$ cat config.mk
export PLATFORM = sky130hd
export DESIGN_NAME = flash_therm_enc
export DESIGN_NICKNAME = d
export VERILOG_FILES = /design/src/rtl/fte_pkg.sv /design/src/rtl/fte_capture.sv /design/src/rtl/fte_level_enc.sv /design/src/rtl/fte_out_stage.sv /design/src/rtl/flash_therm_enc.sv
export SDC_FILE = /design/constraint.sdc
export NUM_CORES = 1
export LEC_CHECK = 0
export ABC_AREA = 1
export BUFFER_PORTS_ARGS = -buffer_cell sky130_fd_sc_hd__buf_2
export CORE_MARGIN = 2
export CORE_UTILIZATION = 51
export CTS_CLUSTER_DIAMETER = 120
export CTS_CLUSTER_SIZE = 28
export DETAILED_ROUTE_END_ITERATION = 10
export PLACE_DENSITY = 0.82
export SYNTH_ARGS = -nofsm -noshare
export SYNTH_HDL_FRONTEND = slang
export SYNTH_SLANG_ARGS = --single-unit
$ cat constraint.sdc
create_clock -name clk -period 4.16 [get_ports clk]
set_input_delay 0.832 -clock clk [delete_from_list [all_inputs] [get_ports clk]]
set_output_delay 0.832 -clock clk [all_outputs]
set_load 0.1 [all_outputs]
$ cat src/rtl/fte_pkg.sv
package fte_pkg;

    // Encoding selector, captured with the comparator word.
    typedef enum logic {
        ENC_COUNT  = 1'b0,
        ENC_STRICT = 1'b1
    } enc_mode_e;

    // Output-stage lifecycle.
    typedef enum logic {
        LC_WARM = 1'b0,
        LC_LIVE = 1'b1
    } life_e;

    // Sticky malformed-word tracker.
    typedef enum logic {
        EF_CLEAN   = 1'b0,
        EF_FLAGGED = 1'b1
    } errst_e;

endpackage

$ cat src/rtl/fte_capture.sv
module fte_capture
    import fte_pkg::*;
#(
    parameter int N_CMP = 8
) (
    input  logic             clk,
    input  logic             rst,
    input  logic [N_CMP-1:0] therm_in,
    input  logic             mode_in,
    output logic [N_CMP-1:0] code_q,
    output enc_mode_e        mode_q
);

    // Input latch on the system clock; word and mode travel together.
    always_ff @(posedge clk) begin
        if (rst) begin
            code_q <= '0;
            mode_q <= ENC_COUNT;
        end else begin
            code_q <= therm_in;
            mode_q <= enc_mode_e'(mode_in);
        end
    end

endmodule

$ cat src/rtl/fte_level_enc.sv
module fte_level_enc
    import fte_pkg::*;
#(
    parameter int N_CMP = 8,
    parameter int LVL_W = $clog2(N_CMP + 1)
) (
    input  logic [N_CMP-1:0] code,
    input  enc_mode_e        mode,
    output logic [LVL_W-1:0] level,
    output logic             bubble_hit
);

    // A hole is a set comparator sitting directly on a clear one.
    logic [N_CMP-1:0] hole_at;
    assign hole_at[0] = 1'b0;

    generate
        for (genvar g = 1; g < N_CMP; g++) begin : g_hole
            assign hole_at[g] = code[g] & ~code[g-1];
        end
    endgenerate

    logic [LVL_W-1:0] ones_cnt;
    logic [LVL_W-1:0] top_pos;

    // Population count: bubbles simply add or remove one unit.
    always_comb begin
        ones_cnt = '0;
        for (int i = 0; i < N_CMP; i++) begin
            ones_cnt = ones_cnt + LVL_W'(code[i]);
        end
    end

    // Highest set comparator, counted from one.
    always_comb begin
        top_pos = '0;
        for (int i = 0; i < N_CMP; i++) begin
            if (code[i]) begin
                top_pos = LVL_W'(i + 1);
            end
        end
    end

    always_comb begin
        level = ones_cnt;
        unique case (mode)
            ENC_COUNT:  level = ones_cnt;
            ENC_STRICT: level = top_pos;
        endcase
    end

    assign bubble_hit = (mode == ENC_STRICT) && (|hole_at);

endmodule

$ cat src/rtl/fte_out_stage.sv
module fte_out_stage
    import fte_pkg::*;
#(
    parameter int N_CMP = 8,
    parameter int BIN_W = 3,
    parameter int LVL_W = 4
) (
    input  logic             clk,
    input  logic             rst,
    input  logic [LVL_W-1:0] level,
    input  logic             bubble_hit,
    output logic [BIN_W-1:0] bin_out,
    output logic             ovf_out,
    output logic             valid_out,
    output logic             err_out
);

    localparam logic [LVL_W-1:0] FULL_LVL = LVL_W'(N_CMP);

    life_e  life_q, life_d;
    errst_e err_q,  err_d;

    logic [BIN_W-1:0] bin_q;
    logic             ovf_q;

    // State registers.
    always_ff @(posedge clk) begin
        if (rst) begin
            life_q <= LC_WARM;
            err_q  <= EF_CLEAN;
        end else begin
            life_q <= life_d;
            err_q  <= err_d;
        end
    end

    // Transitions: WARM -> LIVE once, CLEAN -> FLAGGED on a strict bubble.
    always_comb begin
        life_d = life_q;
        unique case (life_q)
            LC_WARM: life_d = LC_LIVE;
            LC_LIVE: life_d = LC_LIVE;
        endcase
    end

    always_comb begin
        err_d = err_q;
        unique case (err_q)
            EF_CLEAN:   err_d = bubble_hit ? EF_FLAGGED : EF_CLEAN;
            EF_FLAGGED: err_d = EF_FLAGGED;
        endcase
    end

    // Result register: a full-scale level wraps to zero with overflow.
    always_ff @(posedge clk) begin
        if (rst) begin
            bin_q <= '0;
            ovf_q <= 1'b0;
        end else begin
            ovf_q <= (level == FULL_LVL);
            bin_q <= (level == FULL_LVL) ? '0 : level[BIN_W-1:0];
        end
    end

    // Outputs.
    always_comb begin
        bin_out   = bin_q;
        ovf_out   = ovf_q;
        valid_out = (life_q == LC_LIVE);
        err_out   = (err_q == EF_FLAGGED);
    end

endmodule

$ cat src/rtl/flash_therm_enc.sv
module flash_therm_enc
    import fte_pkg::*;
#(
    parameter int N_CMP = 8,
    parameter int BIN_W = $clog2(N_CMP)
) (
    input  logic             clk,
    input  logic             rst,
    input  logic [N_CMP-1:0] therm_in,
    input  logic             enc_mode,
    output logic [BIN_W-1:0] bin_out,
    output logic             ovf_out,
    output logic             valid_out,
    output logic             bubble_err
);

    localparam int LVL_W = $clog2(N_CMP + 1);

    logic [N_CMP-1:0] code_q;
    enc_mode_e        mode_q;
    logic [LVL_W-1:0] level;
    logic             bubble_hit;

    fte_capture #(
        .N_CMP (N_CMP)
    ) u_capture (
        .clk      (clk),
        .rst      (rst),
        .therm_in (therm_in),
        .mode_in  (enc_mode),
        .code_q   (code_q),
        .mode_q   (mode_q)
    );

    fte_level_enc #(
        .N_CMP (N_CMP),
        .LVL_W (LVL_W)
    ) u_level (
        .code       (code_q),
        .mode       (mode_q),
        .level      (level),
        .bubble_hit (bubble_hit)
    );

    fte_out_stage #(
        .N_CMP (N_CMP),
        .BIN_W (BIN_W),
        .LVL_W (LVL_W)
    ) u_out (
        .clk        (clk),
        .rst        (rst),
        .level      (level),
        .bubble_hit (bubble_hit),
        .bin_out    (bin_out),
        .ovf_out    (ovf_out),
        .valid_out  (valid_out),
        .err_out    (bubble_err)
    );

endmodule

# Yosys cells after proc, flatten, opt, wreduce, memory -nomap -nowiden
# Index checks and enable logic that the tools add are counted.
[totals]
elab_cells = 45
out_inout_bits = 6
reg_bits = 15
input_bits = 11
[op_classes]
n_reduce_logical = 3
n_mux = 12
eq_ne = 1
n_addsub = 7
bitwise = 16
[ops]
columns = ["op", "n"]
rows = [
  ["adder 4 x 1 -> 4 bit", 6],
  ["2-to-1 mux 3 bit", 4],
  ["inverter 1 bit", 9],
  ["case mux 4 bit (2 select lines)", 1],
  ["AND 1 bit", 7],
  ["OR reduction 7 bit", 1],
  ["== test 4 bit, second input constant", 1],
  ["2-to-1 mux 2 bit", 2],
  ["2-to-1 mux 4 bit", 1],
  ["2-to-1 mux 1 bit", 3],
  ["adder 1 x 1 -> 2 bit", 1],
  ["case mux 1 bit (2 select lines)", 1],
  ["OR reduction 2 bit", 1],
  ["logical AND 1 bit", 1],
]

# Longest topological paths before layout
[logic_depth]
depth_word = 11
mapped_depth = 15
depth_no_buf = 15

# Cells and area by module
# A second synthesis with hierarchy kept.
[unflattened]
hier_cells = 99
hier_area_um2 = 759.5
[by_module_without_submodules]
columns = ["mod", "area_per_inst_um2", "seq_area_each_um2", "cells_per_inst", "n_inst"]
rows = [
  ["fte_level_enc", 322.8, 0.0, 51, 1],
  ["fte_capture", 259.0, 180.2, 28, 1],
  ["fte_out_stage", 177.7, 120.1, 20, 1],
]

# Least setup slack after synthesis
# OpenSTA, ideal clock, no wires.
[synth_timing]
path_kind = "reg2reg"
from = "register u_capture.code_q[1]"
to = "register u_out.ovf_q, in the netlist u_out.ovf_out"
t_arrival_ns = 2.910
path_stages_with_launch = 14
slack_ns = 1.134
required_ns = 4.044
setup_time_ns = 0.116
path_buffers = 0
period_less_slack_ns = 3.026
path_cell_list = "dfxtp_1 > inv_1 > ha_1 > fa_1 > fa_1 > inv_1 > fa_1 > inv_1 > fa_1 > or2_1 > o21ai_0 > nor2_2 > nand3_2 > nor2_2"
[synth_via]
elab_chain_cells = 9
word_cells_on_any_way = 16
classes_between = "add/sub: 7; eq/ne: 1; mux: 8"
[synth_lines]
columns = ["item", "line", "source"]
rows = [
  ["from (decl)", "fte_capture.sv:10", "output logic [N_CMP-1:0] code_q,"],
  ["from (signal assigned)", "fte_capture.sv:20", "code_q <= therm_in;"],
  ["adder 1 x 1 -> 2 bit or 2-to-1 mux 2 bit (tied branches)", "fte_level_enc.sv:30, fte_level_enc.sv:38", ""],
  ["adder 4 x 1 -> 4 bit or 2-to-1 mux 2 bit (tied branches)", "fte_level_enc.sv:30, fte_level_enc.sv:38", ""],
  ["adder 4 x 1 -> 4 bit or 2-to-1 mux 3 bit (tied branches) (4 in a row)", "fte_level_enc.sv:30, fte_level_enc.sv:38", ""],
  ["adder 4 x 1 -> 4 bit or 2-to-1 mux 4 bit (tied branches)", "fte_level_enc.sv:30, fte_level_enc.sv:38", ""],
  ["case mux 4 bit (2 select lines) (*)", "fte_level_enc.sv:46", "unique case (mode)"],
  ["== test 4 bit (*)", "fte_out_stage.sv:60", "ovf_q <= (level == FULL_LVL);"],
  ["to (signal assigned)", "fte_out_stage.sv:60", ""],
  ["to (decl)", "fte_out_stage.sv:24", "logic ovf_q;"],
]
# Every way passes the cells marked *; elsewhere a longest branch is shown, timed or not.
# A chain may end at the register's enable or synchronous reset.

# Final worst setup path
# Ends and elaborated chain as after synthesis.

==> impl_metrics.yaml <==
final_layout:
  fin_util_pct: 61.5
  layout.nets: 139
  fill_count: 132
  flow.area_growth_from_synthesis_pct: 15.7
  drive_above_1_share_pct: 25.2
  diodes: 0
  finalNonFillerCells: 135
floorplanning:
  die_outline_width_microns: 43.2
  floorplan.io_pins: 17
  coreArea_sq_um: 1470
  die_area_sq_um: 1860
  initial_utilization_pct: 53.1
  placementRows: 14
  dieHeight_microns: 43.2
pwr:
  power.leakage_uw: 0.000510
  fraction_of_power_spent_switching_nets_pct: 38.2
  power.clock.fraction_pct: 22.3
  total_switching_power_uw: 139
  seq_power_share_pct: 44.5
  power.share.combinational_pct: 33.2
  peak_supply_drop_mv: 0.270
  power.density_nw_per_um2: 401
  total_power_uw: 363
  intPower_uw: 224
worst_setup_path:
  path_buf_inv: 3
  path_cells: "inv_1 -> ha_1 -> fa_1 -> fa_1 -> inv_1 -> fa_1 -> inv_1 -> fa_1 -> or2_1 -> o21ai_0 -> nor2_2 -> nand3_2 -> nor2_2"
  worst_setup_path_end_kind: "flop"
  regToRegStartpoint: "u_capture.code_q[1]$_SDFF_PP0_"
  arrival_time_of_data_at_the_critical_path_endpoint_ps: 3370
  standard_cell_with_the_maximum_stage_delay_on_the_critical_path: "sky130_fd_sc_hd__fa_1"
  timing.reg2reg.worst_path_depth: 13
  crit_path_start_kind: "flop"
  reg2reg_setup_slack_ps: 970
  crit_path_max_fanout: 3
  cp-startpoint: "u_capture.code_q[1]$_SDFF_PP0_"
  cp_top_family: "adder cells"
  crit_type: "flop to flop"
  crit_path_max_incr_delay_ps: 490
  required_ps: 4340
  critical_path.most_common_cell: "sky130_fd_sc_hd__fa_1"
  timing.rr.end: "u_out.ovf_out$_SDFF_PP0_"
  timing.critical_path.to: "u_out.ovf_out$_SDFF_PP0_"
  cp_num_cells: 13
detailed_routing:
  dr.pass1.iters: 4
  drcViolationCount: 0
  detail_route.wirelength_microns: 1260
  routed_via_density: 4.61
  route.antenna.remaining_nets: 0
  drt-wirelength-per-cell_microns: 9.34
  via_count: 622
  dr.first_iter.drc_count: 9
yosys:
  ys_seq_area_share_pct: 38.4
  yosys_warnings: 0
  syn-num-nets: 119
  synth_cells: 100
  number_of_enable_type_register_cells_in_the_synthesized_netlist: 0
  synth.area.top_cells: "sky130_fd_sc_hd__dfxtp_1 38%, sky130_fd_sc_hd__inv_1 12%, sky130_fd_sc_hd__fa_1 10%"
  ys_async_sr_fraction_pct: 0
  synth_cell_type_count: 19
  synth_flop_cell: "sky130_fd_sc_hd__dfxtp_1"
  yosysTopAreaCell: "sky130_fd_sc_hd__dfxtp_1"
  netlist.area_leader.share_pct: 38.4
  post_synthesis_instance_area_sq_um: 782
  post_synth.cell_area_avg_sq_um: 7.82
  synth-seq-cells: 15
global_routing:
  grt_antenna_before_repair: 0
  grt_pass1_vias: 575
  pin_count_of_the_biggest_net_entering_global_routing: 16
  grt_first_pass_wirelength_microns: 2330
  grt_usage_pct: 17.0
  global_route.overflow_total: 0
timing:
  timing.final.crit_period_ps: 3190
  unrepaired_setup_endpoints_after_global_routing: "no"
  timing.clock.skew_ps: 6.19
  setup_viol_count_final: 0
  final-max-slew-violation-count: 0
  max-slew-margin-rel_pct: 67.4
  post-route-period-util_pct: 76.8
  finalHoldViolCount: 0
  worstMarginPinSlew_ps: 493
  max_clock_freq_mhz: 313
  tns_ps: 0
  fin_ws_ps: 967
flow_run:
  maxCapViolations: 0
clock_tree:
  ctsRootBufferMaster: "sky130_fd_sc_hd__clkbuf_4"
  postCtsHoldBufs: 0
  postCtsResizedCells: 0
  clock_net_sink_count: 15
  clockBufferDepth: 2
  cts_post_setup_buffers_inserted: 0
  cts_tree: "done"
  cts.htree.levels: 1
  cts_buffers: 3
  clk_pin_slew_ps: 90
  clock_network_latency_to_the_later_pin_of_the_worst_skew_pair_ps: 280
placement:
  number_of_placed_instances_with_taps_included: 131
  place.port_buffers: 16
  hpwlAfterDp_microns: 1020
  preCtsSetupSlack_ps: 975
  finalWeightedCongestion: 0.837
min_path:
  whs_path_cells: 2
  hold_crit_path_type: "flop to flop"
status:
  run_status: "finished clean"
## worst min path at each step
stage | slack [ps] | to | start
floorplan | 470 | u_out.err_out$_SDFF_PP0_ | u_capture.mode_q$_SDFF_PP0_
global placement | 460 | u_out.err_out$_SDFF_PP0_ | u_out.err_out$_SDFF_PP0_
detailed placement | 460 | u_out.err_out$_SDFF_PP0_ | u_out.err_out$_SDFF_PP0_
CTS | 490 | u_out.err_out$_SDFF_PP0_ | u_out.err_out$_SDFF_PP0_
global route | 500 | u_out.err_out$_SDFF_PP0_ | u_out.err_out$_SDFF_PP0_
finish | 480 | u_out.err_out$_SDFF_PP0_ | u_out.err_out$_SDFF_PP0_
## cells in the mapped netlist, types with 2 or more instances
cell / instances
sky130_fd_sc_hd__dfxtp_1: 15
sky130_fd_sc_hd__ha_1: 4
sky130_fd_sc_hd__nor2_4: 2
sky130_fd_sc_hd__nand2_1: 16
sky130_fd_sc_hd__nor2_2: 3
sky130_fd_sc_hd__nand3_1: 3
sky130_fd_sc_hd__inv_1: 26
sky130_fd_sc_hd__fa_1: 4
sky130_fd_sc_hd__nor2_1: 14
sky130_fd_sc_hd__a21oi_1: 3
sky130_fd_sc_hd__nand3_2: 2
## metrics by stage
| stage | instance area (sq um) | hold slack (ps) |
|---|---|---|
| final | 905 | 478 |
| after global routing | 905 | 501 |
| after CTS | 905 | 486 |
| after detailed placement | 877 | 464 |
| after global placement | 877 | 458 |
| after floorplan | 782 | 475 |
## power groups by stage
stage	registers (uW)	clock network, uW	logic (uW)
detailed placement	165	0	121
finish	162	80.8	120
global placement	164	0	117
CTS	162	82.8	122
floorplan	210	0	52.2
global route	163	90.7	134
## kinds of logic after synthesis
logic type / share of synthesized area, %
DFF: 38.4
buffers and inverters: 13.6
AOI/OAI and AO/OA: 5.60
and+or+nand+nor: 25.8
adders and majority gates: 16.6
## cells in the final DEF, fill, tap and decap left out, types with 2 or more instances in the layout
cell,instances
sky130_fd_sc_hd__a21oi_1,3
sky130_fd_sc_hd__buf_2,16
sky130_fd_sc_hd__clkbuf_4,3
sky130_fd_sc_hd__dfxtp_1,15
sky130_fd_sc_hd__fa_1,4
sky130_fd_sc_hd__ha_1,4
sky130_fd_sc_hd__inv_1,26
sky130_fd_sc_hd__nand2_1,16
sky130_fd_sc_hd__nand3_1,3
sky130_fd_sc_hd__nand3_2,2
sky130_fd_sc_hd__nor2_1,14
sky130_fd_sc_hd__nor2_2,3
sky130_fd_sc_hd__nor2_4,2
## layer usage
layer | global-route usage, % | wire [microns] | vias to the layer above
met1 | 21.0 | 560 | 272
met5 | 0 | 0 | -
met2 | 26.9 | 624 | 15
met4 | 9.09 | 28 | 0
li1 | - | - | 331
met3 | 4.26 | 48 | 4
## worst reg2reg max path: stages, from the launching register on
cell                      delay [ps]
sky130_fd_sc_hd__dfxtp_1         370
sky130_fd_sc_hd__inv_1            70
sky130_fd_sc_hd__ha_1            280
sky130_fd_sc_hd__fa_1            460
sky130_fd_sc_hd__fa_1            490
sky130_fd_sc_hd__inv_1            50
sky130_fd_sc_hd__fa_1            380
sky130_fd_sc_hd__inv_1            80
sky130_fd_sc_hd__fa_1            410
sky130_fd_sc_hd__or2_1           240
sky130_fd_sc_hd__o21ai_0         100
sky130_fd_sc_hd__nor2_2           70
sky130_fd_sc_hd__nand3_2          60
sky130_fd_sc_hd__nor2_2           40
## area by class of cell
class / count / area [sq um] / area share [%]
inverter: 27 / 101 / 11.2
tap: 16 / 20.0 / 2.21
multi-input combinational: 57 / 375 / 41.5
clock buffer: 3 / 22.5 / 2.49
sequential: 15 / 300 / 33.2
timing repair buffer: 16 / 80.1 / 8.85
clock inverter: 1 / 5.00 / 0.553
## flip-flops by register name, indices dropped and copies added, names as in the netlist
name / cells
u_capture.code_q: 8
u_out.err_out: 1
u_out.valid_out: 1
u_out.bin_out: 3
u_capture.mode_q: 1
u_out.ovf_out: 1
Power figures use the tool's default switching activity.
